**config.mk**
```make
export PLATFORM = sky130hd
export DESIGN_NAME = gpio_port_mux
export DESIGN_NICKNAME = d
export VERILOG_FILES = /design/src/rtl/gpio_port_pkg.sv /design/src/rtl/gpio_in_sync.sv /design/src/rtl/gpio_cfg_regs.sv /design/src/rtl/gpio_pin_slice.sv /design/src/rtl/gpio_port_mux.sv
export SDC_FILE = /design/constraint.sdc
export NUM_CORES = 1
export LEC_CHECK = 0
export CAP_MARGIN = 0
export CORE_UTILIZATION = 35
export DETAILED_ROUTE_END_ITERATION = 8
export PLACE_DENSITY = 0.74
export SLEW_MARGIN = 5
export SYNTH_ARGS = -nofsm -noshare
export SYNTH_HDL_FRONTEND = slang
export SYNTH_SLANG_ARGS = --single-unit
```
**constraint.sdc**
```tcl
create_clock -name clk -period 3.1 [get_ports clk]
set_clock_uncertainty 0.15 [all_clocks]
set_input_delay 0.62 -clock clk [delete_from_list [all_inputs] [get_ports clk]]
set_output_delay 0.62 -clock clk [all_outputs]
set_load 0.02 [all_outputs]
```
**src/rtl/gpio_port_pkg.sv**
```systemverilog
package gpio_port_pkg;

  typedef enum logic [1:0] {
    OFS_ROUTE = 2'd0,
    OFS_DIR   = 2'd1,
    OFS_DATA  = 2'd2,
    OFS_PULL  = 2'd3
  } reg_ofs_e;

  // pull-up may only act on a pad that is not being driven
  function automatic logic pull_qualify(input logic pull_req, input logic driving);
    return pull_req & ~driving;
  endfunction

  // fill value for readback bits above the implemented pins
  function automatic logic upper_fill(input reg_ofs_e ofs);
    return (ofs == OFS_ROUTE) || (ofs == OFS_PULL);
  endfunction

endpackage

```
**src/rtl/gpio_in_sync.sv**
```systemverilog
module gpio_in_sync #(
  parameter int NUM_PINS = 6
) (
  input  logic                clk,
  input  logic                rst_n,
  input  logic [NUM_PINS-1:0] pad_raw,
  output logic [NUM_PINS-1:0] pad_sync
);

  logic [NUM_PINS-1:0] stage1;

  always_ff @(posedge clk or negedge rst_n) begin
    if (!rst_n) begin
      stage1   <= '0;
      pad_sync <= '0;
    end else begin
      stage1   <= pad_raw;
      pad_sync <= stage1;
    end
  end

endmodule

```
**src/rtl/gpio_cfg_regs.sv**
```systemverilog
module gpio_cfg_regs
  import gpio_port_pkg::*;
#(
  parameter int NUM_PINS = 6,
  parameter int DATA_W   = 16
) (
  input  logic                clk,
  input  logic                rst_n,
  input  logic                wr,
  input  logic [1:0]          addr,
  input  logic [DATA_W-1:0]   wdata,
  input  logic [NUM_PINS-1:0] pad_sync,
  output logic [NUM_PINS-1:0] route_q,
  output logic [NUM_PINS-1:0] dir_q,
  output logic [NUM_PINS-1:0] dat_q,
  output logic [NUM_PINS-1:0] pull_q,
  output logic [DATA_W-1:0]   rdata
);

  localparam int HI_W = DATA_W - NUM_PINS;

  // output pins read back the stored bit, input pins the synchronized pad
  function automatic logic [NUM_PINS-1:0] data_view(
    input logic [NUM_PINS-1:0] dir,
    input logic [NUM_PINS-1:0] stored,
    input logic [NUM_PINS-1:0] pad);
    return (dir & stored) | (~dir & pad);
  endfunction

  logic [NUM_PINS-1:0] wbits;
  logic                wr_route, wr_dir, wr_dat, wr_pull;
  reg_ofs_e            ofs;

  assign ofs      = reg_ofs_e'(addr);
  assign wbits    = wdata[NUM_PINS-1:0];
  assign wr_route = wr && (ofs == OFS_ROUTE);
  assign wr_dir   = wr && (ofs == OFS_DIR);
  assign wr_dat   = wr && (ofs == OFS_DATA);
  assign wr_pull  = wr && (ofs == OFS_PULL);

  generate
    if (HI_W > 0) begin : g_hi
      logic wdata_hi_unused;
      assign wdata_hi_unused = ^wdata[DATA_W-1:NUM_PINS];
    end
  endgenerate

  always_ff @(posedge clk or negedge rst_n) begin
    if (!rst_n) begin
      route_q <= '1;
      dir_q   <= '0;
      dat_q   <= '0;
      pull_q  <= '1;
    end else begin
      if (wr_route) route_q <= wbits;
      if (wr_dir)   dir_q   <= wbits;
      if (wr_dat)   dat_q   <= wbits;
      if (wr_pull)  pull_q  <= wbits;
    end
  end

  always_comb begin
    rdata = upper_fill(ofs) ? '1 : '0;
    unique case (ofs)
      OFS_ROUTE: rdata[NUM_PINS-1:0] = route_q;
      OFS_DIR:   rdata[NUM_PINS-1:0] = dir_q;
      OFS_DATA:  rdata[NUM_PINS-1:0] = data_view(dir_q, dat_q, pad_sync);
      OFS_PULL:  rdata[NUM_PINS-1:0] = pull_q;
      default:   rdata[NUM_PINS-1:0] = '0;
    endcase
  end

endmodule

```
**src/rtl/gpio_pin_slice.sv**
```systemverilog
module gpio_pin_slice
  import gpio_port_pkg::*;
(
  input  logic periph_sel,
  input  logic gpio_dir,
  input  logic gpio_dat,
  input  logic pull_req,
  input  logic periph_oe,
  input  logic periph_dout,
  input  logic pad_in,
  output logic pad_oe,
  output logic pad_out,
  output logic pad_pu,
  output logic periph_din
);

  always_comb begin
    if (periph_sel) begin
      pad_oe     = periph_oe;
      pad_out    = periph_dout;
      periph_din = pad_in;
    end else begin
      pad_oe     = gpio_dir;
      pad_out    = gpio_dat;
      periph_din = 1'b1;
    end
    pad_pu = pull_qualify(pull_req, pad_oe);
  end

endmodule

```
**src/rtl/gpio_port_mux.sv**
```systemverilog
module gpio_port_mux #(
  parameter int NUM_PINS = 6,
  parameter int DATA_W   = 16
) (
  input  logic                clk,
  input  logic                rst_n,
  input  logic                reg_wr,
  input  logic [1:0]          reg_addr,
  input  logic [DATA_W-1:0]   reg_wdata,
  output logic [DATA_W-1:0]   reg_rdata,
  input  logic [NUM_PINS-1:0] periph_oe,
  input  logic [NUM_PINS-1:0] periph_dout,
  output logic [NUM_PINS-1:0] periph_din,
  input  logic [NUM_PINS-1:0] pad_in,
  output logic [NUM_PINS-1:0] pad_out,
  output logic [NUM_PINS-1:0] pad_oe,
  output logic [NUM_PINS-1:0] pad_pu
);

  // named internal state, brought out for the checker
  logic [NUM_PINS-1:0] route_w;
  logic [NUM_PINS-1:0] dir_w;
  logic [NUM_PINS-1:0] dat_w;
  logic [NUM_PINS-1:0] pull_w;
  logic [NUM_PINS-1:0] pad_sync_w;

  gpio_in_sync #(.NUM_PINS(NUM_PINS)) u_sync (
    .clk      (clk),
    .rst_n    (rst_n),
    .pad_raw  (pad_in),
    .pad_sync (pad_sync_w)
  );

  gpio_cfg_regs #(.NUM_PINS(NUM_PINS), .DATA_W(DATA_W)) u_regs (
    .clk      (clk),
    .rst_n    (rst_n),
    .wr       (reg_wr),
    .addr     (reg_addr),
    .wdata    (reg_wdata),
    .pad_sync (pad_sync_w),
    .route_q  (route_w),
    .dir_q    (dir_w),
    .dat_q    (dat_w),
    .pull_q   (pull_w),
    .rdata    (reg_rdata)
  );

  generate
    for (genvar i = 0; i < NUM_PINS; i++) begin : g_pin
      gpio_pin_slice u_slice (
        .periph_sel  (route_w[i]),
        .gpio_dir    (dir_w[i]),
        .gpio_dat    (dat_w[i]),
        .pull_req    (pull_w[i]),
        .periph_oe   (periph_oe[i]),
        .periph_dout (periph_dout[i]),
        .pad_in      (pad_in[i]),
        .pad_oe      (pad_oe[i]),
        .pad_out     (pad_out[i]),
        .pad_pu      (pad_pu[i]),
        .periph_din  (periph_din[i])
      );
    end
  endgenerate

endmodule

```
== Word level (Yosys, flattened, before mapping) ==
Cells that the tools add are included.
Storage, ports and cells
  register bits after elaboration: 36
  input bits: 39
  output and inout port bits: 40
Operators by class
  equality and inequality tests: 3
  multiplexer cells: 20
  bitwise operators: 16
  reductions and logical operators: 6
Operators by type and width (number)
  6-bit one-hot mux with 4 select lines: 1
  1-bit two-way mux: 18
  16-bit two-way mux: 1
  6-bit AND: 2
  1-bit AND: 6
  1-bit NOT: 6
  6-bit NOT: 1
  6-bit OR: 1
  2-bit == test (second input constant): 2
  1-bit logical AND: 4
  2-bit by 1-bit == test with 1-bit output (second input constant): 1
  2-bit logical NOT: 1
  1-bit logical OR: 1

== Depth between registers and ports, before layout ==
Gate-level depths: netlist of the first run.
  depth in word-level cells: 4
  gate-level depth with buffers: 6

== Modules after synthesis ==
Synthesis of the first run repeated with hierarchy kept, for this count alone.
Unflattened totals
  cell total of the unflattened synthesis: 142
  area, all modules: 1828.0 um^2
By module, submodules not included
  gpio_cfg_regs: times used 1, cells each 100, area an instance 1265.0 um^2, sequential area each 615.6 um^2
  gpio_in_sync: times used 1, cells each 12, area an instance 300.3 um^2, sequential area each 300.3 um^2
  gpio_pin_slice: times used 6, cells each 5, area an instance 43.8 um^2, sequential area each 0.0 um^2

== Worst setup path after synthesis of the first run ==
OpenSTA, ideal clock, no wires.
  kind: input to output
  start: in reg_addr[0]
  end: out reg_rdata[0]
  arrival time: 1.553 ns
  required time: 2.330 ns
  setup slack: 0.777 ns
  stages: 6
  path buffers: 1
  path through: inv_1 -> ha_1 -> buf_2 -> a221o_2 -> a21oi_1 -> a21oi_1
On the way
  cells in the longest elaborated chain, start to end: 2
  elaborated cells between the ends (all ways): 5
  classes of those cells: eq/ne: 3; mux: 1; reduce/logical: 1
RTL lines
  start, declared: RTL line gpio_port_mux.sv:8  | input logic [1:0] reg_addr,
  2-bit == test (tied with other cells): RTL line gpio_cfg_regs.sv:64  | unique case (ofs)
  6-bit one-hot mux with 4 select lines (*): RTL line gpio_cfg_regs.sv:64
  end, declared: RTL line gpio_port_mux.sv:10  | output logic [DATA_W-1:0] reg_rdata,
Every way passes the cells marked *; elsewhere a longest branch is shown, timed or not.

== Worst setup path in the final report of the first run ==
  start: in reg_addr[1]
  end: out reg_rdata[2]
The elaborated chain is that of the path after synthesis.

==> metrics.cfg, run 1 <==
[route]
num_vias=1278
antenna_left=0
avgViaCountPerCell=4.50
drt_wl_total_mm=3.84
wl_per_cell_um=13.5
drtIter0Drc=57
drt_first_pass_iters=4
post-route-drc-count=0

[logic_synthesis]
synth_nets=210
ys_seq_area_frac=0.466
synth_seq_cells=36
synth_top_area_frac=0.306
yosysWarnings=0
synth_cell_types=13
synthesis.area_um2=1970
avgSynthCellArea_um2=11.8
syn_inst=166
synth_area_leaders=dfrtp_1 (31%), mux2_2 (24%), dfstp_2 (16%)
synth_top_area_cell=dfrtp_1

[setup_path]
rrSetupSlack_ns=2.13
path_max_fanout=7
reg2reg_depth=1
crit_path_start_kind=primary input
crit_required_ns=2.33
r2r_start=u_regs.dir_q[2]$_DFFE_PN0P_
crit_type=in2out
worstPathArrival_ns=2.26
end_kind=primary output
r2r_end=u_regs.dir_q[2]$_DFFE_PN0P_

[hold_path]
hold_path_class=reg2reg
whs_endpoint=u_sync.pad_sync[5]$_DFF_PN0_
hp-start=u_sync.stage1[5]$_DFF_PN0_
whs_path_depth=0

[floorplanning]
coreArea_um2=5270
initial_utilization=0.373
dieArea_um2=5920
rows=26
die_w_um=76.9
die_h_um=76.9
io-pin-count=79

[timing]
slew_violations=0
hold_viol=0
finalCriticalPeriod_ns=3.03
fin_crit_sh=0.978
relSlewSlack=0.476
rsz0062_at_grt=no
tightest_slew_ns=0.786
finalSetupViolCount=0
max_freq_ghz=0.330

[finish]
fillers=492
final_cells=284
antenna_cells=0
nets=257
layout_common_cells=clkdlybuf4s50_1 (50), mux2_2 (42), dfrtp_1 (24)
final_common_cell=clkdlybuf4s50_1
final_util=0.501
multi_input_area_um2=768
final_area_um2=2640
seq_area_um2=916
drive_above_1_share=0.369
area_growth_pct=34.3

[clock_tree]
cts_tree=done
post_cts_buffers=0
clk_latency_ns=0.28
htreeDepth=2
numCtsBuffers=5
clk_pin_slew_worst_paths_ns=0.07
cts_sinks=36
cts_root_buffer=clkbuf_8
cts.path.max_buffers=2

[run]
drv_cap=0

[placement]
hpwlAfterDp_mm=2.76
io_buffers=68
place_area_um2=2520
place_inst=276
globalplace.congestion=0.712

[run_status]
outcome=finished, final reports clean

[global_route]
grt_max_degree=37
grt_overflow=0
grt_pass1_wl_mm=6.26
antenna_found_initial=0
grt_pass1_vias=1301
grt_util_all_layers=0.136

[power]
powerDensity_nw_per_um2=585
p_leak_nw=1.15
peakVddDrop_mv=0.320

==> power breakdown <==
group	switching, mW	internal (mW)	leakage, nW
clock	0.164	0.239	0.0552
sequential	0.0635	0.560	0.408
combinational	0.233	0.286	0.686
total	0.461	1.08	1.15
==> stage by stage <==
step           TNS (ns)  hold WS [ns]  total power [mW]  setup WS (ns)
2_1_floorplan         0         0.174              1.01          0.777
3_3_place_gp      -3.05         0.182              1.17         -0.298
3_5_place_dp      -3.40         0.186              1.17         -0.272
4_1_cts               0         0.202              1.56         0.0252
5_1_grt               0         0.207              1.63         0.0116
6_report              0         0.199              1.55         0.0690
==> cell usage after synthesis <==
library cell,count
dfrtp_1,24
a221o_2,6
buf_4,33
nand2_1,3
nand2_2,1
mux2_2,42
nand2b_1,6
ha_1,5
nor2_1,6
inv_1,15
dfstp_2,12
buf_2,1
a21oi_1,12
==> repair_timing <==
action	4_1_cts	5_1_grt
hold endpoints to repair	0	0
setup endpoints to repair	16	6
resized for setup	18	6
pin swaps	0	0
hold buffers	0	0
==> layout make-up <==
type                       instances  area share
clock buffer                       6      0.0275
timing repair buffer              74       0.267
multi-input combinational         81       0.291
sequential                        36       0.347
clock inverter                     2      0.0133
tap                               70      0.0332
inverter                          15      0.0213
==> flip-flops by register name, summed over array words and instances, names as in the netlist <==
signal / flops
u_sync.pad_sync: 6
u_regs.dat_q: 6
u_regs.pull_q: 6
u_regs.dir_q: 6
u_regs.route_q: 6
u_sync.stage1: 6
==> critical path, cell delays in order <==
cell and delay [ns]:
clkdlybuf4s50_1 0.51, inv_2 0.08, ha_4 0.19, a221o_2 0.36, a21oi_1 0.12, a21oi_1 0.06, dlygate4sd2_1 0.32
==> cell families (layout without fill, tap and decap cells) <==
kind of cell             after synthesis  after routing  share of synthesized area
AND/OR/NAND/NOR                       16             16                     0.0395
adder cells (fa/ha/maj)                5              5                     0.0318
buffers and inverters                 49             97                      0.157
multiplexers                          42             42                      0.241
AO/OA/AOI/OAI                         18             18                     0.0649
flip-flops                            36             36                      0.466
==> how the worst max path moves through the flow <==
stage                     slack [ns]         from  cells after the start           end
after floorplan                 0.78  reg_addr[0]                      6  reg_rdata[0]
after global placement         -0.30  reg_addr[1]                      7  reg_rdata[0]
after detailed placement       -0.27  reg_addr[0]                      7  reg_rdata[2]
after CTS                       0.03  reg_addr[1]                      7  reg_rdata[2]
after global routing            0.01  reg_addr[1]                      7  reg_rdata[2]
final                           0.07  reg_addr[1]                      7  reg_rdata[2]
==> layer usage <==
layer | wire (um) | GRT usage | vias up
li1 | - | - | 630
met1 | 1800 | 0.183 | 602
met2 | 1810 | 0.213 | 40
met3 | 201 | 0.0369 | 6
met4 | 35 | 0.0404 | 0
met5 | 0 | 0 | -
No activity file was read; power rests on OpenSTA's default activity.
==> run 2: changes to the inputs <==
--- a/config.mk
+++ b/config.mk
@@ -7,8 +7,11 @@
 export LEC_CHECK = 0
 export CAP_MARGIN = 0
 export CORE_UTILIZATION = 35
+export CTS_CLUSTER_SIZE = 10
 export DETAILED_ROUTE_END_ITERATION = 8
+export HOLD_SLACK_MARGIN = 0.06
 export PLACE_DENSITY = 0.74
+export SETUP_SLACK_MARGIN = 0.15
 export SLEW_MARGIN = 5
 export SYNTH_ARGS = -nofsm -noshare
 export SYNTH_HDL_FRONTEND = slang
==> metrics.cfg, run 2 (synthesis results as in run 1) <==
[placement]
hpwlAfterDp_mm=2.76
place_area_um2=2520
globalplace.congestion=0.712
io_buffers=68

[route]
antenna_left=0
drtIter0Drc=63
avgViaCountPerCell=4.54
wl_per_cell_um=13.6
post-route-drc-count=0
drt_wl_total_mm=3.85
drt_first_pass_iters=4
num_vias=1288

[global_route]
grt_pass1_wl_mm=6.30
grt_pass1_vias=1312
antenna_found_initial=0
grt_max_degree=37
grt_util_all_layers=0.137
grt_overflow=0

[timing]
slew_violations=0
relSlewSlack=0.475
max_freq_ghz=0.355
rsz0062_at_grt=no
finalHoldWorstSlack_ns=0.199
finalSetupViolCount=0
hold_viol=0
tightest_slew_ns=0.787
finalCriticalPeriod_ns=2.81
fin_crit_sh=0.908

[power]
power_switching_mw=0.461
p_seq_frac=0.403
total_power_mw=1.55
p_int_mw=1.08
p_comb_frac=0.336
p_sw_frac=0.298
powerDensity_nw_per_um2=587
power.share.clock=0.260
peakVddDrop_mv=0.320
p_leak_nw=1.14

[setup_path]
r2r_start=u_regs.dir_q[2]$_DFFE_PN0P_
rrSetupSlack_ns=2.13
crit_type=in2out
crit_path_start_kind=primary input
worstPathArrival_ns=2.04
r2r_end=u_regs.dir_q[2]$_DFFE_PN0P_
crit_path_max_incr_delay_ns=0.35
cp_cell_sequence=dlygate4sd2_1, inv_1, buf_4, ha_1, a21oi_1, a21oi_1, clkdlybuf4s15_2
crit_slowest_cell=ha_1
path_common_cell=a21oi_1
path_max_fanout=7
crit_required_ns=2.33
reg2reg_depth=1
end_kind=primary output

[finish]
layout_common_cells=clkdlybuf4s50_1 (49), mux2_2 (42), dfrtp_1 (24)
fillers=490
area_growth_pct=34.0
antenna_cells=0
final_util=0.500
nets=257
drive_above_1_share=0.402
seq_area_um2=916
final_common_cell=clkdlybuf4s50_1
final_area_um2=2630
multi_input_area_um2=768

[floorplanning]
initial_utilization=0.373
die_w_um=76.9
coreArea_um2=5270
die_h_um=76.9
dieArea_um2=5920
io-pin-count=79
rows=26

[clock_tree]
numCtsBuffers=5
cts.path.max_buffers=2
clk_latency_ns=0.28
post_cts_buffers=0
clk_pin_slew_worst_paths_ns=0.07
cts_sinks=36
htreeDepth=2
cts_tree=done
cts_root_buffer=clkbuf_8
ctsHoldBuffers=0

[run_status]
outcome=finished, final reports clean

[hold_path]
hp-start=u_sync.stage1[5]$_DFF_PN0_
whs_endpoint=u_sync.pad_sync[5]$_DFF_PN0_
whs_path_depth=0
hold_path_class=reg2reg

[run]
drv_cap=0

-- run 2: cell count changes in the layout (fill, tap and decap cells not counted), sizes merged --
cell and delta:
dlygate4sd2 -9, clkdlybuf4s15 +6, buf +4, clkdlybuf4s50 -1
-- run 2: critical path: cells and delay by family --
kind	cells	cell delay, ns
compound gates	2	0.25
buf+inv	4	0.82
fa+ha+maj	1	0.35
-- run 2: how the worst max path moves through the flow --
stage                     start            to  slack [ns]  cells after the start
floorplan           reg_addr[0]  reg_rdata[0]        0.78                      6
global placement    reg_addr[1]  reg_rdata[0]       -0.30                      7
detailed placement  reg_addr[0]  reg_rdata[2]       -0.27                      7
CTS                 reg_addr[1]  reg_rdata[8]        0.13                      6
global route        reg_addr[0]  reg_rdata[5]        0.21                      7
finish              reg_addr[0]  reg_rdata[4]        0.29                      7
-- run 2: layout make-up --
cell class / instances / share of cell area
timing repair buffer: 74 / 0.265
sequential: 36 / 0.348
inverter: 15 / 0.0214
clock inverter: 2 / 0.0133
clock buffer: 6 / 0.0276
multi-input combinational: 81 / 0.292
tap: 70 / 0.0333
-- run 2: through the flow --
step                      std cells  TNS (ns)  setup slack, ns
after floorplan                 166         0            0.777
after global placement          276     -3.05           -0.298
after detailed placement        276     -3.40           -0.272
after CTS                       284         0            0.134
after global routing            284         0            0.213
final                           284         0            0.286
-- run 2: repair_timing --
action	in CTS	in global routing
setup endpoints to repair	16	12
hold endpoints to repair	0	0
gates cloned	0	0
gates resized for setup	39	7
-- run 2: power by group through the flow --
| stage | registers [mW] | clock network, mW | logic, mW |
|---|---|---|---|
| 3_5_place_dp | 0.634 | 0 | 0.540 |
| 3_3_place_gp | 0.630 | 0 | 0.535 |
| 2_1_floorplan | 0.611 | 0 | 0.398 |
| 6_report | 0.624 | 0.403 | 0.520 |
| 5_1_grt | 0.638 | 0.435 | 0.557 |
| 4_1_cts | 0.625 | 0.413 | 0.525 |
-- run 2: layer usage --
metal | GRT usage | part of all wire
met1 | 0.182 | 0.46
met2 | 0.217 | 0.48
met3 | 0.0381 | 0.051
met4 | 0.0404 | 0.0091
met5 | 0 | 0
==> run 3: changes to the inputs <==
--- a/config.mk
+++ b/config.mk
@@ -10,7 +10,7 @@
 export CTS_CLUSTER_SIZE = 10
 export DETAILED_ROUTE_END_ITERATION = 8
 export HOLD_SLACK_MARGIN = 0.06
-export PLACE_DENSITY = 0.74
+export PLACE_DENSITY = 0.75
 export SETUP_SLACK_MARGIN = 0.15
 export SLEW_MARGIN = 5
 export SYNTH_ARGS = -nofsm -noshare
==> metrics.cfg, run 3 (synthesis results as in run 1) <==
[run_status]
outcome=finished, final reports clean

[timing]
finalSetupViolCount=0
tightest_slew_ns=0.454
fin_ws_ns=0.178
fin_setup_tns_ns=0
hold_viol=0
max_freq_ghz=0.342
slew_violations=0
finalCriticalPeriod_ns=2.92
relSlewSlack=0.698
rsz0062_at_grt=yes
fin_crit_sh=0.943

[floorplanning]
io-pin-count=79
dieArea_um2=5920
die_h_um=76.9
rows=26
die_w_um=76.9
coreArea_um2=5270
initial_utilization=0.373

[setup_path]
r2r_end=u_regs.dir_q[2]$_DFFE_PN0P_
r2r_start=u_regs.dir_q[2]$_DFFE_PN0P_
end_kind=primary output
crit_required_ns=2.33
path_max_fanout=10
cp_num_buf_inv=5
cp_cell_sequence=clkdlybuf4s50_1, inv_2, buf_4, ha_1, inv_1, dlygate4sd2_1
worstPathArrival_ns=2.15
rrSetupSlack_ns=2.14
crit_slowest_cell=clkdlybuf4s50_1
crit_family=buffers and inverters
crit_path_start_kind=primary input
crit_type=in2out
crit_path_max_incr_delay_ns=0.49
reg2reg_depth=1

[route]
drt_first_pass_iters=4
avgViaCountPerCell=4.48
post-route-drc-count=0
drtIter0Drc=55
antenna_left=0
wl_per_cell_um=14.1
num_vias=1276
drt_wl_total_mm=4.03

[finish]
multi_input_area_um2=781
nets=258
final_cells=285
area_growth_pct=33.3
final_common_cell=clkdlybuf4s50_1
layout_common_cells=clkdlybuf4s50_1 (51), mux2_2 (42), dfrtp_1 (24)
seq_area_um2=916
fillers=499
drive_above_1_share=0.405
final_area_um2=2620
antenna_cells=0

[placement]
place_area_um2=2530
globalplace.congestion=0.717
io_buffers=68
place_worst_setup_slack_ns=-0.281
hpwlAfterDp_mm=2.81
place_inst=277

[hold_path]
hp-start=u_sync.stage1[1]$_DFF_PN0_
whs_endpoint=u_sync.pad_sync[1]$_DFF_PN0_
whs_path_depth=0
hold_path_class=reg2reg

[power]
p_leak_nw=1.13
p_sw_frac=0.320
power.share.clock=0.222
powerDensity_nw_per_um2=562
p_seq_frac=0.425
total_power_mw=1.47
power_switching_mw=0.470
peakVddDrop_mv=0.306
p_comb_frac=0.353
p_int_mw=1.00

[clock_tree]
cts_sinks=36
cts_root_buffer=clkbuf_8
clk_latency_ns=0.29
clk_pin_slew_worst_paths_ns=0.07
htreeDepth=2
cts.path.max_buffers=2
cts_tree=done
numCtsBuffers=5
ctsHoldBuffers=0
post_cts_buffers=0

[global_route]
grt_use_met3=0.0357
grt_pass1_vias=1301
antenna_found_initial=0
grt_max_degree=37
grt_most_used_layer=met2
use_met1=0.193
grt_overflow=0
grt_pass1_wl_mm=6.39
grt_util_met2=0.221
grt_util_all_layers=0.142

[run]
drv_cap=0

-- run 3: worst max path at each step --
stage	startpoint	endpoint	slack, ns	cells past startpoint
floorplan	reg_addr[0]	reg_rdata[0]	0.78	6
global placement	reg_addr[0]	reg_rdata[5]	-0.28	7
detailed placement	reg_addr[0]	reg_rdata[0]	-0.28	7
CTS	reg_addr[1]	reg_rdata[1]	0.16	7
global route	reg_addr[1]	reg_rdata[6]	0.09	6
finish	reg_addr[1]	reg_rdata[9]	0.18	6
-- run 3: per-stage QoR --
| step | hold slack [ns] | util |
|---|---|---|
| final | 0.201 | 0.497 |
| after global routing | 0.207 | 0.497 |
| after CTS | 0.199 | 0.504 |
| after detailed placement | 0.185 | 0.481 |
| after global placement | 0.182 | 0.481 |
| after floorplan | 0.174 | - |
-- run 3: per-layer routing --
layer | share of wire | up-vias | wire (um)
met1 | 0.48 | 604 | 1930
li1 | - | 626 | -
met2 | 0.46 | 41 | 1860
met4 | 0.011 | 0 | 46
met3 | 0.046 | 5 | 184
met5 | 0 | - | 0
-- run 3: layout make-up --
class,instances,area share
multi-input cells,81,0.298
well taps,70,0.0334
flip-flops and latches,36,0.350
clock inverters,3,0.00716
repair buffers,75,0.264
inverters,15,0.0215
clock buffers,5,0.0263
-- run 3: what timing repair did --
| item | in CTS | in global routing |
|---|---|---|
| endpoints found under the hold margin | 0 | 0 |
| pin swaps | 0 | 0 |
| setup endpoints to repair | 16 | 16 |
| gates resized for setup | 38 | 7 |
-- run 3: power groups by stage --
stage / Combinational, mW / Clock, mW / Sequential (mW)
floorplan: 0.398 / 0 / 0.611
global placement: 0.535 / 0 / 0.631
detailed placement: 0.542 / 0 / 0.634
CTS: 0.535 / 0.337 / 0.626
global route: 0.556 / 0.360 / 0.637
finish: 0.520 / 0.327 / 0.626
